<file path="config.mk">
export PLATFORM = sky130hd
export DESIGN_NAME = uart_frame_tx
export DESIGN_NICKNAME = d
export VERILOG_FILES = /design/src/rtl/uatx_pkg.sv /design/src/rtl/uatx_framer.sv /design/src/rtl/uatx_baud.sv /design/src/rtl/uatx_ctrl.sv /design/src/rtl/uart_frame_tx.sv
export SDC_FILE = /design/constraint.sdc
export NUM_CORES = 1
export LEC_CHECK = 0
export BUFFER_PORTS_ARGS = -buffer_cell sky130_fd_sc_hd__buf_2
export CORE_AREA = 2 2 95 97
export DETAILED_ROUTE_END_ITERATION = 10
export DIE_AREA = 0 0 97 99
export GPL_TIMING_DRIVEN = 0
export PLACE_DENSITY = 0.61
export SLEW_MARGIN = 20
export SYNTH_ARGS = -nofsm -noshare
export SYNTH_HDL_FRONTEND = slang
export SYNTH_SLANG_ARGS = --single-unit
</file>
<file path="constraint.sdc">
create_clock -name clk -period 7 [get_ports clk]
set_clock_uncertainty 0.15 [all_clocks]
set_input_delay 1.75 -clock clk [delete_from_list [all_inputs] [get_ports clk]]
set_output_delay 1.75 -clock clk [all_outputs]
set_load 0.02 [all_outputs]
</file>
<file path="src/rtl/uatx_pkg.sv">
package uatx_pkg;

    typedef enum logic [1:0] {
        ST_IDLE = 2'd0,
        ST_WAIT = 2'd1,
        ST_SEND = 2'd2
    } tx_state_e;

    localparam logic [2:0] PAR_NONE  = 3'd0;
    localparam logic [2:0] PAR_EVEN  = 3'd1;
    localparam logic [2:0] PAR_ODD   = 3'd2;
    localparam logic [2:0] PAR_MARK  = 3'd3;
    localparam logic [2:0] PAR_SPACE = 3'd4;

endpackage

</file>
<file path="src/rtl/uatx_framer.sv">
module uatx_framer
    import uatx_pkg::*;
#(
    parameter int DATA_W = 8,
    parameter int LEN_W  = 2,
    parameter int FRAME_W = DATA_W + 4,
    parameter int FL_W   = $clog2(FRAME_W + 1)
) (
    input  logic [DATA_W-1:0]  data_i,
    input  logic [LEN_W-1:0]   len_code_i,
    input  logic [2:0]         parity_i,
    input  logic               two_stop_i,
    output logic [FRAME_W-1:0] frame_o,
    output logic [FL_W-1:0]    frame_len_o
);
    localparam int MIN_BITS = DATA_W - (1 << LEN_W) + 1;

    int   nbits;
    logic xor_acc;
    logic par_bit;
    logic has_par;

    always_comb begin
        nbits   = MIN_BITS + int'(len_code_i);
        xor_acc = 1'b0;
        frame_o = '1;
        frame_o[0] = 1'b0;
        for (int i = 0; i < DATA_W; i++) begin
            if (i < nbits) begin
                frame_o[i+1] = data_i[i];
                xor_acc      = xor_acc ^ data_i[i];
            end
        end
        has_par = 1'b1;
        case (parity_i)
            PAR_EVEN:  par_bit = xor_acc;
            PAR_ODD:   par_bit = ~xor_acc;
            PAR_MARK:  par_bit = 1'b1;
            PAR_SPACE: par_bit = 1'b0;
            default: begin
                par_bit = 1'b1;
                has_par = 1'b0;
            end
        endcase
        for (int j = 1; j < FRAME_W; j++) begin
            if (has_par && (j == nbits + 1)) frame_o[j] = par_bit;
        end
        frame_len_o = FL_W'(nbits + 2 + int'(has_par) + int'(two_stop_i));
    end

endmodule

</file>
<file path="src/rtl/uatx_baud.sv">
module uatx_baud #(
    parameter int DIV_W = 16
) (
    input  logic             clk,
    input  logic             rst_n,
    input  logic             clear_i,
    input  logic             tick_i,
    input  logic [DIV_W-1:0] div_i,
    output logic             bit_end_o
);
    typedef struct packed {
        logic [DIV_W-1:0] cnt;
    } baud_s;

    baud_s            q, d;
    logic [DIV_W-1:0] eff_div;

    always_comb begin
        eff_div   = (div_i == '0) ? DIV_W'(1) : div_i;
        bit_end_o = !clear_i && tick_i && (q.cnt == eff_div - DIV_W'(1));
        d = q;
        if (clear_i)        d.cnt = '0;
        else if (bit_end_o) d.cnt = '0;
        else if (tick_i)    d.cnt = q.cnt + DIV_W'(1);
    end

    always_ff @(posedge clk) begin
        if (!rst_n) q <= '0;
        else        q <= d;
    end


    cnt_in_range_chk: assert property (@(posedge clk) disable iff (!rst_n)
        q.cnt < eff_div);

endmodule

</file>
<file path="src/rtl/uatx_ctrl.sv">
module uatx_ctrl
    import uatx_pkg::*;
#(
    parameter int DIV_W   = 16,
    parameter int FRAME_W = 12,
    parameter int FL_W    = 4
) (
    input  logic               clk,
    input  logic               rst_n,
    input  logic               in_valid_i,
    input  logic               cts_i,
    input  logic               bit_end_i,
    input  logic [FRAME_W-1:0] frame_i,
    input  logic [FL_W-1:0]    frame_len_i,
    input  logic [DIV_W-1:0]   div_i,
    output logic               in_ready_o,
    output logic               rts_o,
    output logic               txd_o,
    output logic               baud_clear_o,
    output logic [DIV_W-1:0]   div_o
);
    typedef struct packed {
        tx_state_e          st;
        logic [FRAME_W-1:0] frame;
        logic [FL_W-1:0]    left;
        logic [DIV_W-1:0]   div;
    } ctrl_s;

    ctrl_s q, d;

    always_comb begin
        d = q;
        case (q.st)
            ST_IDLE: begin
                if (in_valid_i) begin
                    d.st    = ST_WAIT;
                    d.frame = frame_i;
                    d.left  = frame_len_i;
                    d.div   = div_i;
                end
            end
            ST_WAIT: begin
                if (cts_i) d.st = ST_SEND;
            end
            ST_SEND: begin
                if (bit_end_i) begin
                    d.frame = {1'b1, q.frame[FRAME_W-1:1]};
                    if (q.left == FL_W'(1)) d.st = ST_IDLE;
                    else                    d.left = q.left - FL_W'(1);
                end
            end
            default: d.st = ST_IDLE;
        endcase
    end

    always_ff @(posedge clk) begin
        if (!rst_n) begin
            q.st    <= ST_IDLE;
            q.frame <= '1;
            q.left  <= '0;
            q.div   <= '0;
        end else begin
            q <= d;
        end
    end

    assign in_ready_o   = (q.st == ST_IDLE);
    assign rts_o        = (q.st != ST_IDLE);
    assign txd_o        = (q.st == ST_SEND) ? q.frame[0] : 1'b1;
    assign baud_clear_o = (q.st != ST_SEND);
    assign div_o        = q.div;


    start_after_cts_chk: assert property (@(posedge clk) disable iff (!rst_n)
        (q.st == ST_SEND && $past(q.st) == ST_WAIT) |-> $past(cts_i));


    start_low_chk: assert property (@(posedge clk) disable iff (!rst_n)
        (q.st == ST_SEND && $past(q.st) == ST_WAIT) |-> (txd_o == 1'b0));


    cfg_hold_chk: assert property (@(posedge clk) disable iff (!rst_n)
        (q.st != ST_IDLE && $past(q.st) != ST_IDLE) |-> $stable(q.div));


    ready_at_boundary_chk: assert property (@(posedge clk) disable iff (!rst_n)
        $rose(in_ready_o) |-> $past(bit_end_i));

endmodule

</file>
<file path="src/rtl/uart_frame_tx.sv">
module uart_frame_tx
    import uatx_pkg::*;
#(
    parameter int DIV_W  = 16,
    parameter int DATA_W = 8,
    parameter int LEN_W  = 2
) (
    input  logic              clk,
    input  logic              rst_n,
    input  logic              base_tick,
    input  logic [DIV_W-1:0]  cfg_divisor,
    input  logic [LEN_W-1:0]  cfg_len,
    input  logic [2:0]        cfg_parity,
    input  logic              cfg_two_stop,
    input  logic [DATA_W-1:0] in_data,
    input  logic              in_valid,
    output logic              in_ready,
    input  logic              cts,
    output logic              rts,
    output logic              txd
);
    localparam int FRAME_W = DATA_W + 4;
    localparam int FL_W    = $clog2(FRAME_W + 1);

    logic [FRAME_W-1:0] frame;
    logic [FL_W-1:0]    frame_len;
    logic               bit_end;
    logic               baud_clear;
    logic [DIV_W-1:0]   div_q;

    uatx_framer #(
        .DATA_W(DATA_W), .LEN_W(LEN_W), .FRAME_W(FRAME_W), .FL_W(FL_W)
    ) u_framer (
        .data_i(in_data), .len_code_i(cfg_len), .parity_i(cfg_parity),
        .two_stop_i(cfg_two_stop), .frame_o(frame), .frame_len_o(frame_len)
    );

    uatx_baud #(.DIV_W(DIV_W)) u_baud (
        .clk(clk), .rst_n(rst_n), .clear_i(baud_clear), .tick_i(base_tick),
        .div_i(div_q), .bit_end_o(bit_end)
    );

    uatx_ctrl #(
        .DIV_W(DIV_W), .FRAME_W(FRAME_W), .FL_W(FL_W)
    ) u_ctrl (
        .clk(clk), .rst_n(rst_n), .in_valid_i(in_valid), .cts_i(cts),
        .bit_end_i(bit_end), .frame_i(frame), .frame_len_i(frame_len),
        .div_i(cfg_divisor), .in_ready_o(in_ready), .rts_o(rts), .txd_o(txd),
        .baud_clear_o(baud_clear), .div_o(div_q)
    );


    idle_line_high_chk: assert property (@(posedge clk) disable iff (!rst_n)
        in_ready |-> txd);

endmodule

</file>
---- Word level (Yosys, flattened, before mapping) ----
Index checks and enable logic that the tools add are counted.
cells by class
  eq/ne operators ......................... 25
  $lt $le $gt $ge ......................... 8
  reduce and logical (&&, ||, !) cells .... 24
  bitwise gates (word level) .............. 9
  muxes and demuxes ....................... 38
  add/sub/neg operators ................... 8
operators by type and width
  kind                                                count
  == test 4 x 32 -> 1 bit, first input constant       4
  == test 5 x 32 -> 1 bit, first input constant       4
  < comparator 4 x 32 -> 1 bit, first input constant  4
  == test 3 x 32 -> 1 bit, first input constant       2
  < comparator 3 x 32 -> 1 bit, first input constant  2
  two-way mux 34 bit                                  1
  adder 32 x 2 -> 32 bit, second input constant       1
  == test 2 x 32 -> 1 bit, first input constant       1
  < comparator 1 x 32 -> 1 bit, first input constant  1
  < comparator 2 x 32 -> 1 bit, first input constant  1
  case mux 16 bit (2 select lines)                    1
  two-way mux 1 bit                                   29
  two-way mux 18 bit                                  1
  adder 16 x 1 -> 16 bit, second input constant       1
  == test 16 bit                                      1
  logical NOT 16 bit                                  1
  two-way mux 16 bit                                  1
  subtractor 16 x 1 -> 16 bit, second input constant  1
  logical AND 1 bit                                   13
  inequality test 2 bit, second input constant        5
  adder 4 x 2 -> 4 bit                                2
  AND reduction 4 bit                                 2
  XOR 1 bit                                           7
  == test 3 x 2 -> 1 bit, second input constant       2
  other kinds (21)                                    24
storage, ports and cells
  flip-flop bits (word level) ............. 50

---- Logic depth before layout (Yosys ltp) ----
Gate-level depths: netlist (run 1).
  depth after elaboration ................. 22
  gate-level depth with buffers ........... 16
  mapped depth without buffers ............ 13

---- Cells and area by module ----
Synthesis (run 1) repeated with hierarchy kept, for this count alone.
unflattened totals
  cells, all modules ...................... 440
  area total of the unflattened synthesis .. 3,548.4 µm²
by module, submodules not included
  module       seq. area each (µm²)  cells an instance  times used  area each (µm²)
  uatx_ctrl    680.7                 198                1           1,632.8
  uatx_baud    320.3                 163                1           1,322.5
  uatx_framer  0.0                   79                 1           593.1

---- Worst setup path before layout (run 1) ----
OpenSTA, ideal clock, no wires.
  kind .................................... in2reg
  start point ............................. in cfg_len[0]
  end point ............................... reg u_ctrl.q[29] in the netlist's numbering
  arrival time ............................ 3.694 ns
  path buffers ............................ 0
  path slack .............................. 3.042 ns
  data required time ...................... 6.736 ns
  cell stages on the path ................. 9
  cells stage by stage .................... inv_1 > ha_1 > o21ai_0 > xnor2_1 > xnor3_1 > o32ai_1 > a21oi_1 > a211o_1 > a21o_1
on the way
  word-level cells in the longest chain between the ends .. 22
  elaborated cells on any way between the ends .. 32
  classes of those cells .................. 2 x add/sub; 8 x order compare; 1 x eq/ne; 12 x mux; 8 x bitwise; 1 x reduce/logical
RTL lines
  element                             RTL line             RTL
  start, declared                     uart_frame_tx.sv:12  input logic [LEN_W-1:0] cfg_len,
  adder 3 x 2 -> 4 bit *              uatx_framer.sv:24    nbits = MIN_BITS + int'(len_code_i);
  < comparator 1 x 32 -> 1 bit        uatx_framer.sv:29    if (i < nbits) begin
  two-way mux 1 bit                   uatx_framer.sv:29
  XOR 1 bit                           uatx_framer.sv:31    xor_acc = xor_acc ^ data_i[i];
  two-way mux 1 bit                   uatx_framer.sv:29
  XOR 1 bit                           uatx_framer.sv:31
  two-way mux 1 bit                   uatx_framer.sv:29
  XOR 1 bit                           uatx_framer.sv:31
  [6 not listed]                      --
  two-way mux 1 bit                   uatx_framer.sv:29
  XOR 1 bit                           uatx_framer.sv:31
  two-way mux 1 bit                   uatx_framer.sv:29
  inverter 1 bit                      uatx_framer.sv:37    PAR_ODD: par_bit = ~xor_acc;
  case mux 1 bit (3 select lines)     uatx_framer.sv:35    case (parity_i)
  two-way mux 1 bit *                 uatx_framer.sv:46    if (has_par && (j == nbits + 1)) frame_o[j] = par_bit;
  two-way mux 34 bit *                uatx_ctrl.sv:35      if (in_valid_i) begin
  case mux 16 bit (2 select lines) *  uatx_ctrl.sv:33      case (q.st)
  end, declared                       uatx_ctrl.sv:29      ctrl_s q, d;
Every way passes the cells marked *; elsewhere a longest branch is shown, timed or not. The select of a mux whose other input is x is not followed.
A chain may end at the register's enable or synchronous reset.

---- Worst setup path in the final report (run 1) ----
Ends and elaborated chain as after synthesis.

==> results.toml, run 1 <==
[detailed_routing]
drc = 0
met1_length_mm = 3.674
wl_per_cell_um = 14.37
wl_mm = 8.059
top_layer_used = "met4"
final_antenna_net_count = 0
dr.pass1.iters = 4
drt-initial-drc-count = 133
via_per_inst = 5.446
wl_met2_mm = 3.959
via_count = 3055
wl_met3_um = 229

[clock_tree]
cts_tree = "yes"
cts_resized = 0
htree_num_levels = 2
cts_buffers = 5
cts_hold_buffers = 0
post_cts_buffers = 0
cts.path.max_buffers = 2
clock_latency_ps = 310
ctsRootBufferMaster = "clkbuf_8"
cts.sinks = 50
clk_pin_slew_ps = 100

[placement]
dp_hpwl_mm = 6.290
routabilityCongestion = 0.8252
io_buffers = 35
preCtsSetupSlack_ps = 2561
dpl.cell_count = 553

[yosys]
ys_warn_count = 0
synth_cell_type_count = 73
ys_ff_latch = 50
syn_area_per_cell_um2 = 8.246
ys_top_cells_by_area = "dfxtp_1, nand2_1, xnor2_1, ha_1, a21oi_1"
syn_area_um2 = 3381
synth_top_area_cell = "dfxtp_1"
synth_edf_count = 0
syn-num-nets = 459
synth.top_cell.area_share = 0.2961
synthArstFlopShare = 0
synth_ff_type = "dfxtp_1"
yosysSeqAreaShare = 0.2961
syn-instance-count = 410

[timing]
setup_tns_ps = 0
hold_viol_final = 0
slew_headroom = 0.6286
slew_violations = 0
rsz0062_at_grt = "no"
setup_violations = 0
period_share = 0.5838
worst_slack_ps = 2913
worstMarginPinSlew_ps = 555.3
max_freq_mhz = 244.7
min_period_ps = 4087

[power]
totalPowerFinal_w = 0.0007403
leakagePower_nw = 1.536
ir_drop_v = 0.00006958
power_density_nw_per_um2 = 194.6

[die]
core_um2 = 8551
die_width_um = 97
row_count = 34
die_h_um = 99
start_util = 0.3954
pin_count = 38
dieArea_um2 = 9603

[setup_path]
rr_worst_depth = 15
criticalPathCategory = "in2reg"
critPathRequiredTime_ps = 7070
critPathMaxFanout = 6
start_kind = "primary input"
cp-end-kind = "flip-flop"
critPathArrivalTime_ps = 4160

[finish]
syn_to_final_growth_pct = 12.51
final_layout_size_suffix_gt1_frac = 0.1744
nets = 501
fill_cells = 909
diodes = 0
instances_no_fill = 561

[global_route]
grt_pass1_vias = 2952
antenna_found_initial = 0
grt_first_pass_wirelength_mm = 13.56
grt-ovfl-total = 0
grt_max_degree = 17
grt_use_total = 0.1701

[flow_run]
maxCapViolations = 0

[worst_hold_path]
hold_class = "reg2reg"
holdPathStages = 1

[status]
outcome = "complete, no violations"
[synthesized netlist by cell type, drive strengths merged (3+ instances only)]
library cell  number
o21ai              8
a221o              3
a31oi              3
dfxtp             50
buf                9
or4                8
nand2b             4
nand4              9
nor3b              3
or3                3
xnor2             19
a211o              3
nor4               9
nand3             16
nor2b              5
mux2i              5
nand2             56
nor3              10
ha                13
and3              10
clkbuf            14
inv               20
and2               3
nor2              33
o22ai              3
a21oi             31
xor2              17
o31ai              3
[kinds of logic (layout without fill, tap and decap cells)]
family,after synthesis,after routing,share of synthesized area
mux,5,5,0.01480
compound gates,81,81,0.1695
flops,50,50,0.2961
fa+ha+maj,14,14,0.05404
simple gates,178,178,0.2883
xor+xnor,38,38,0.1077
buf+inv,44,87,0.06957
[final timing paths]
| path | slack (ps) | startpoint | endpoint |
|---|---|---|---|
| worst max-delay path | 2910 | cfg_len[0] | u_ctrl.q[29] |
| worst min-delay path | 320 | u_ctrl.q[29] | u_ctrl.q[29] |
| worst max register to register | 2920 | u_ctrl.div_o[11] | u_baud.q[14] |
| worst min register to register | 320 | u_ctrl.q[29] | u_ctrl.q[29] |
[critical path, stage by stage]
cell and delay (ps):
buf_2 140, inv_1 100, ha_1 260, o21ai_0 220, xnor2_1 170, xnor3_1 390, o32ai_1 540, a21oi_1 150
a211o_1 290, a21o_1 150
[cells in the final DEF, fill, tap and decap left out, types with 11 or more instances in the layout]
cell type and count:
clkbuf_1 11, nor2_1 33, nand2_1 56, inv_1 20, ha_1 13, xnor2_1 19, dfxtp_1 50, nand3_1 14
buf_2 38, xor2_1 17, a21oi_1 30
[metrics by stage]
stage / area (um^2) / hold slack, ps / utilization
finish: 3804 / 319.5 / 0.4448
global route: 3804 / 352.2 / 0.4448
CTS: 3804 / 319.0 / 0.4448
detailed placement: 3691 / 294.4 / 0.4317
global placement: 3691 / 284.3 / 0.4317
floorplan: 3381 / 276.9 / -
[power breakdown]
part	internal, W	switching (W)
clock network	0.000107	0.000103
logic	0.0000955	0.000122
registers	0.000300	0.0000129
total	0.000503	0.000238
[routing by layer]
metal  GRT usage  vias to the layer above
met5           0                        -
met3     0.02199                       15
met1      0.2074                     1451
li1            -                     1536
met4     0.06176                        0
met2      0.3072                       53
[state kept, by name, indices dropped and copies added, names as in the netlist]
name          count
u_ctrl.q         18
u_baud.q         16
u_ctrl.div_o     16
[final cells by class]
type	count	area, um^2	share of cell area
multi-input combinational	316	2145	0.5638
sequential	50	1001	0.2632
timing repair buffer	35	175.2	0.04605
buffer	24	160.2	0.04211
tap	108	135.1	0.03553
inverter	20	75.07	0.01974
clock buffer	5	68.82	0.01809
clock inverter	3	43.79	0.01151
(Power assumes the default switching activity.)
==> run 2: changes to the inputs <==
==> constraint.sdc (replaced) <==
create_clock -name clk -period 4.3 [get_ports clk]
set_clock_uncertainty 0.15 [all_clocks]
set_input_delay 1.075 -clock clk [delete_from_list [all_inputs] [get_ports clk]]
set_output_delay 1.075 -clock clk [all_outputs]
set_load 0.02 [all_outputs]
==> run 2 against run 1 <==
Net effect: sequential power is 63% higher; sequential share of layout area hardly changed; design area hardly changed; first-iteration DRC count is 9.0% higher; non-clock buffer count is 1 lower; register-to-register slack worse by 2500 ps; critical path depth is 4 higher; utilization hardly changed; cell count is 0.18% lower; combinational power is 61% higher; power is 62% higher.
==> results.toml, run 2 (synthesis results as in run 1) <==
[detailed_routing]
dr.pass1.iters = 4
drc = 0
wl_mm = 8.008
drt-initial-drc-count = 145
final_antenna_net_count = 0
via_per_inst = 5.441
wl_per_cell_um = 14.30
via_count = 3047

[worst_hold_path]
hp-start = "u_ctrl.q[29]"
hold_class = "reg2reg"
whs_endpoint = "u_ctrl.q[29]"
holdPathStages = 1

[timing]
worst_slack_ps = 375.1
min_period_ps = 3925
period_share = 0.9128
worstMarginPinSlew_ps = 551.5
timing.hold.ws_ps = 317.8
slew_violations = 0
rsz0062_at_grt = "no"
max_freq_mhz = 254.8
hold_viol_final = 0
setup_violations = 0
slew_headroom = 0.6289
setup_tns_ps = 0

[die]
start_util = 0.3954
die_width_um = 97
pin_count = 38
row_count = 34
die_h_um = 99
dieArea_um2 = 9603
core_um2 = 8551

[clock_tree]
cts_buffers = 5
cts.path.max_buffers = 2
cts_resized = 0
ctsRootBufferMaster = "clkbuf_8"
cts_tree = "yes"
cts.sinks = 50
clk_pin_slew_ps = 100
htree_num_levels = 2
clock_latency_ps = 310

[global_route]
grt_max_degree = 17
grt_pass1_vias = 2952
antenna_found_initial = 0
grt_use_total = 0.1701
grt_first_pass_wirelength_mm = 13.56
grt-ovfl-total = 0

[setup_path]
critPathMaxFanout = 10
r2r_slack_ps = 380
rr_endpoint = "u_baud.q[14]"
start_kind = "flip-flop"
rr_startpoint = "u_ctrl.div_o[11]"
criticalPathCategory = "reg2reg"
cp-end-kind = "flip-flop"
critPathArrivalTime_ps = 3980
rr_worst_depth = 14
critPathRequiredTime_ps = 4350

[finish]
largest_register = "u_ctrl.q"
syn_to_final_growth_pct = 12.40
diodes = 0
mostFrequentLayoutCell = "nand2_1"
final_layout_size_suffix_gt1_frac = 0.1748
largest_register_ffs = 18
nets = 500
fill_cells = 909
finalCoreUtilization = 0.4444
most-common-layout-cells = "nand2_1, dfxtp_1, buf_2"
final_area_um2 = 3800

[placement]
io_buffers = 35
dp_hpwl_mm = 6.290
routabilityCongestion = 0.8252
dpl-instance-area_um2 = 3691
preCtsSetupSlack_ps = 199.1

[flow_run]
maxCapViolations = 0

[power]
p_clk_frac = 0.283
ir_drop_v = 0.0001105
seqPwrFrac = 0.425
p_int_w = 0.0008179
switching_share = 0.3196
p_comb_frac = 0.292
power_density_nw_per_um2 = 316.4
leakagePower_nw = 1.535
p_switching_w = 0.0003842

[status]
outcome = "complete, no violations"
==> run 2: cell count changes in the layout (fill, tap and decap cells not counted), sizes merged <==
cell	delta
clkbuf	-1
==> run 2: how the worst max path moves through the flow <==
stage	slack, ps	end	from
finish	380	u_baud.q[14]	u_ctrl.div_o[11]
global route	60	u_baud.q[10]	u_ctrl.div_o[11]
CTS	170	u_baud.q[14]	u_ctrl.div_o[11]
detailed placement	200	u_baud.q[9]	u_ctrl.div_o[11]
global placement	290	u_baud.q[8]	u_ctrl.div_o[11]
floorplan	780	u_ctrl.q[22]	u_ctrl.div_o[11]
==> run 2: repair_timing <==
item                       in CTS  in global routing
setup endpoints to repair       0                 14
setup buffers                   0                  0
hold buffers                    0                  0
==> run 2: cell type report <==
cell class / count / area [um^2] / area share
Timing Repair Buffer: 35 / 175.2 / 0.04610
Multi-Input combinational cell: 316 / 2145 / 0.5644
Buffer: 23 / 156.4 / 0.04116
Clock buffer: 5 / 68.82 / 0.01811
Sequential cell: 50 / 1001 / 0.2634
Clock inverter: 3 / 43.79 / 0.01152
Tap cell: 108 / 135.1 / 0.03556
Inverter: 20 / 75.07 / 0.01976
==> run 2: stage by stage <==
step                instances   power, W
detailed placement        553  0.0008724
global route              560   0.001267
floorplan                 410  0.0007860
global placement          553  0.0008635
CTS                       561   0.001213
finish                    560   0.001202
==> run 2: power by group through the flow <==
stage          combinational (W)  sequential [W]  clock (W)
6_report                0.000350        0.000511   0.000341
3_5_place_dp            0.000353        0.000520          0
2_1_floorplan           0.000272        0.000514          0
5_1_grt                 0.000390        0.000515   0.000363
4_1_cts                 0.000354        0.000509   0.000350
3_3_place_gp            0.000344        0.000519          0
==> run 2: metal layers <==
| layer | part of all wire | vias up | track usage |
|---|---|---|---|
| met3 | 0.028 | 15 | 0.02199 |
| li1 | - | 1535 | - |
| met2 | 0.49 | 62 | 0.3072 |
| met5 | 0 | - | 0 |
| met1 | 0.46 | 1435 | 0.2074 |
| met4 | 0.024 | 0 | 0.06176 |
==> run 2: worst max-delay path, cell delays in order (launching register included) <==
cell	delay (ps)
dfxtp_1	600
nor4_1	130
nand3_1	150
nor2_1	60
nor2_1	110
ha_1	200
or3b_4	430
or4_1	430
a21oi_2	170
o2111ai_2	190
nor4_4	370
nand3_2	260
nand3_2	240
buf_2	250
nor2_1	70
==> run 3: changes to the inputs <==
--- a/config.mk
+++ b/config.mk
@@ -5,12 +5,12 @@
 export SDC_FILE = /design/constraint.sdc
 export NUM_CORES = 1
 export LEC_CHECK = 0
-export BUFFER_PORTS_ARGS = -buffer_cell sky130_fd_sc_hd__buf_2
 export CORE_AREA = 2 2 95 97
 export DETAILED_ROUTE_END_ITERATION = 10
 export DIE_AREA = 0 0 97 99
+export DONT_BUFFER_PORTS = 1
 export GPL_TIMING_DRIVEN = 0
-export PLACE_DENSITY = 0.61
+export PLACE_DENSITY = 0.57
 export SLEW_MARGIN = 20
 export SYNTH_ARGS = -nofsm -noshare
 export SYNTH_HDL_FRONTEND = slang
==> run 3 against run 2 <==
Net effect: via count down 5.3%; first-iteration DRC count decreased by 41%; worst hold slack hardly changed; flip-flop and latch count is the same; non-clock buffer count down 35; power fell by 2.7%; sequential share of layout area up 1.3 points; critical endpoint is now u_baud.q[15]; largest power group unchanged.
==> results.toml, run 3 (synthesis results as in run 1) <==
[placement]
io_buffers = 0
routabilityCongestion = 0.8290
dp_hpwl_mm = 6.252

[finish]
mostFrequentLayoutCell = "nand2_1"
syn_to_final_growth_pct = 7.032
nets = 465
diodes = 0
largest_register = "u_ctrl.q"
most-common-layout-cells = "nand2_1, dfxtp_1, nor2_1"
fill_cells = 901
largest_register_ffs = 18
final_layout_size_suffix_gt1_frac = 0.1007
finalCoreUtilization = 0.4232

[setup_path]
r2r_slack_ps = 350
rr_worst_depth = 14
critPathArrivalTime_ps = 3990
critPathMaxStageDelay_ps = 590
crit_chain = "nor4_1 > nand3_1 > nor2_1 > nor2_1 > ha_1 > or3b_4 > or4_1 > a21oi_2 > o2111ai_2 > nor4_4 > nand3_2 > nand3_2 > buf_2 > nor2_1"
crit_start = "u_ctrl.div_o[11]"
cp-end-kind = "flip-flop"
critPathMaxFanout = 10
start_kind = "flip-flop"
cpMostUsedCell = "nor2_1"
critPathRequiredTime_ps = 4340
crit_end = "u_baud.q[15]"
criticalPathCategory = "reg2reg"
rr_startpoint = "u_ctrl.div_o[11]"
worst_path_max_delay_cell = "dfxtp_1"
rr_endpoint = "u_baud.q[15]"

[clock_tree]
cts_tree = "yes"
cts_hold_buffers = 0
cts_resized = 0
cts_buffers = 5
ctsRootBufferMaster = "clkbuf_8"
post_cts_buffers = 0
htree_num_levels = 2
clk_pin_slew_ps = 90
cts.sinks = 50
clock_latency_ps = 300
cts.path.max_buffers = 2

[die]
pin_count = 38
start_util = 0.3954
core_um2 = 8551
dieArea_um2 = 9603
row_count = 34
die_width_um = 97
die_h_um = 99

[global_route]
grt_first_pass_wirelength_mm = 13.36
grt_use_total = 0.1683
gr-max-usage-layer = "met2"
grt_use_met1 = 0.2050
grtUsageMet3 = 0.03050
grt-ovfl-total = 0
grt_pass1_vias = 2800
grtUsageMet2 = 0.3013
grt_max_degree = 15
antenna_found_initial = 0

[power]
ir_drop_v = 0.0001300
leakagePower_nw = 1.393
power_density_nw_per_um2 = 323.2

[detailed_routing]
wl_per_cell_um = 15.29
via_per_inst = 5.495
via_count = 2885
drc = 0
wl_mm = 8.028
dr.pass1.iters = 4
drt-initial-drc-count = 86
final_antenna_net_count = 0

[timing]
worstMarginPinSlew_ps = 538.6
max_freq_mhz = 253.1
slew_violations = 0
rsz0062_at_grt = "no"
min_period_ps = 3951
period_share = 0.9188
setup_violations = 0
slew_headroom = 0.6376
hold_viol_final = 0
setup_tns_ps = 0

[flow_run]
maxCapViolations = 0

[worst_hold_path]
hold_class = "reg2reg"

[status]
outcome = "complete, no violations"
## run 3: cell types whose count changed in the layout (fill, tap and decap cells not counted), sizes merged
cell / previous run / this run
buf: 44 / 9
clkbuf: 18 / 20
clkinv: 1 / 0
inv: 21 / 20
## run 3: worst min path at each step
| stage | endpoint | depth (start not counted) | slack, ps | startpoint |
|---|---|---|---|---|
| after floorplan | u_ctrl.q[27] | 1 | 280 | u_ctrl.q[28] |
| after global placement | u_ctrl.q[29] | 1 | 290 | u_ctrl.q[29] |
| after detailed placement | u_ctrl.q[27] | 1 | 300 | u_ctrl.q[28] |
| after CTS | u_ctrl.q[27] | 1 | 320 | u_ctrl.q[28] |
| after global routing | u_ctrl.q[29] | 1 | 340 | u_ctrl.q[29] |
| final | u_ctrl.q[27] | 1 | 320 | u_ctrl.q[28] |
## run 3: routing by layer
layer,share of wire,up-vias
met5,0,-
met4,0.021,0
met3,0.047,13
met1,0.45,1346
li1,-,1468
met2,0.49,58
## run 3: report_power, final
group | internal (W) | switching [W]
logic | 0.000143 | 0.000186
clock network | 0.000174 | 0.000155
registers | 0.000488 | 0.0000229
total | 0.000806 | 0.000364
## run 3: final cells by class
cell class,instances,area (um^2),share of cell area
multi-input cells,316,2145,0.5927
flip-flops and latches,50,1001,0.2766
plain buffers,23,156.4,0.04322
well taps,108,135.1,0.03734
clock buffers,7,76.32,0.02109
inverters,20,75.07,0.02075
clock inverters,1,30.03,0.008299
## run 3: per-stage QoR
step / cells / cell area (um^2) / setup WS [ps] / total power [W] / hold WS [ps]
6_report: 525 / 3618 / 349.3 / 0.001170 / 318.1
5_1_grt: 525 / 3618 / 91.68 / 0.001242 / 336.5
4_1_cts: 526 / 3622 / 191.8 / 0.001180 / 321.2
3_5_place_dp: 518 / 3516 / 286.1 / 0.0008501 / 297.6
3_3_place_gp: 518 / 3516 / 267.8 / 0.0008442 / 286.4
2_1_floorplan: 410 / 3381 / 780.7 / 0.0007860 / 276.9
## run 3: critical path, delay by kind of cell, from the launching register on
kind	cells	cell delay (ps)
AOI/OAI and AO/OA	2	380
adders and majority gates	1	170
buffers and inverters	1	250
DFF	1	590
and+or+nand+nor	10	2280
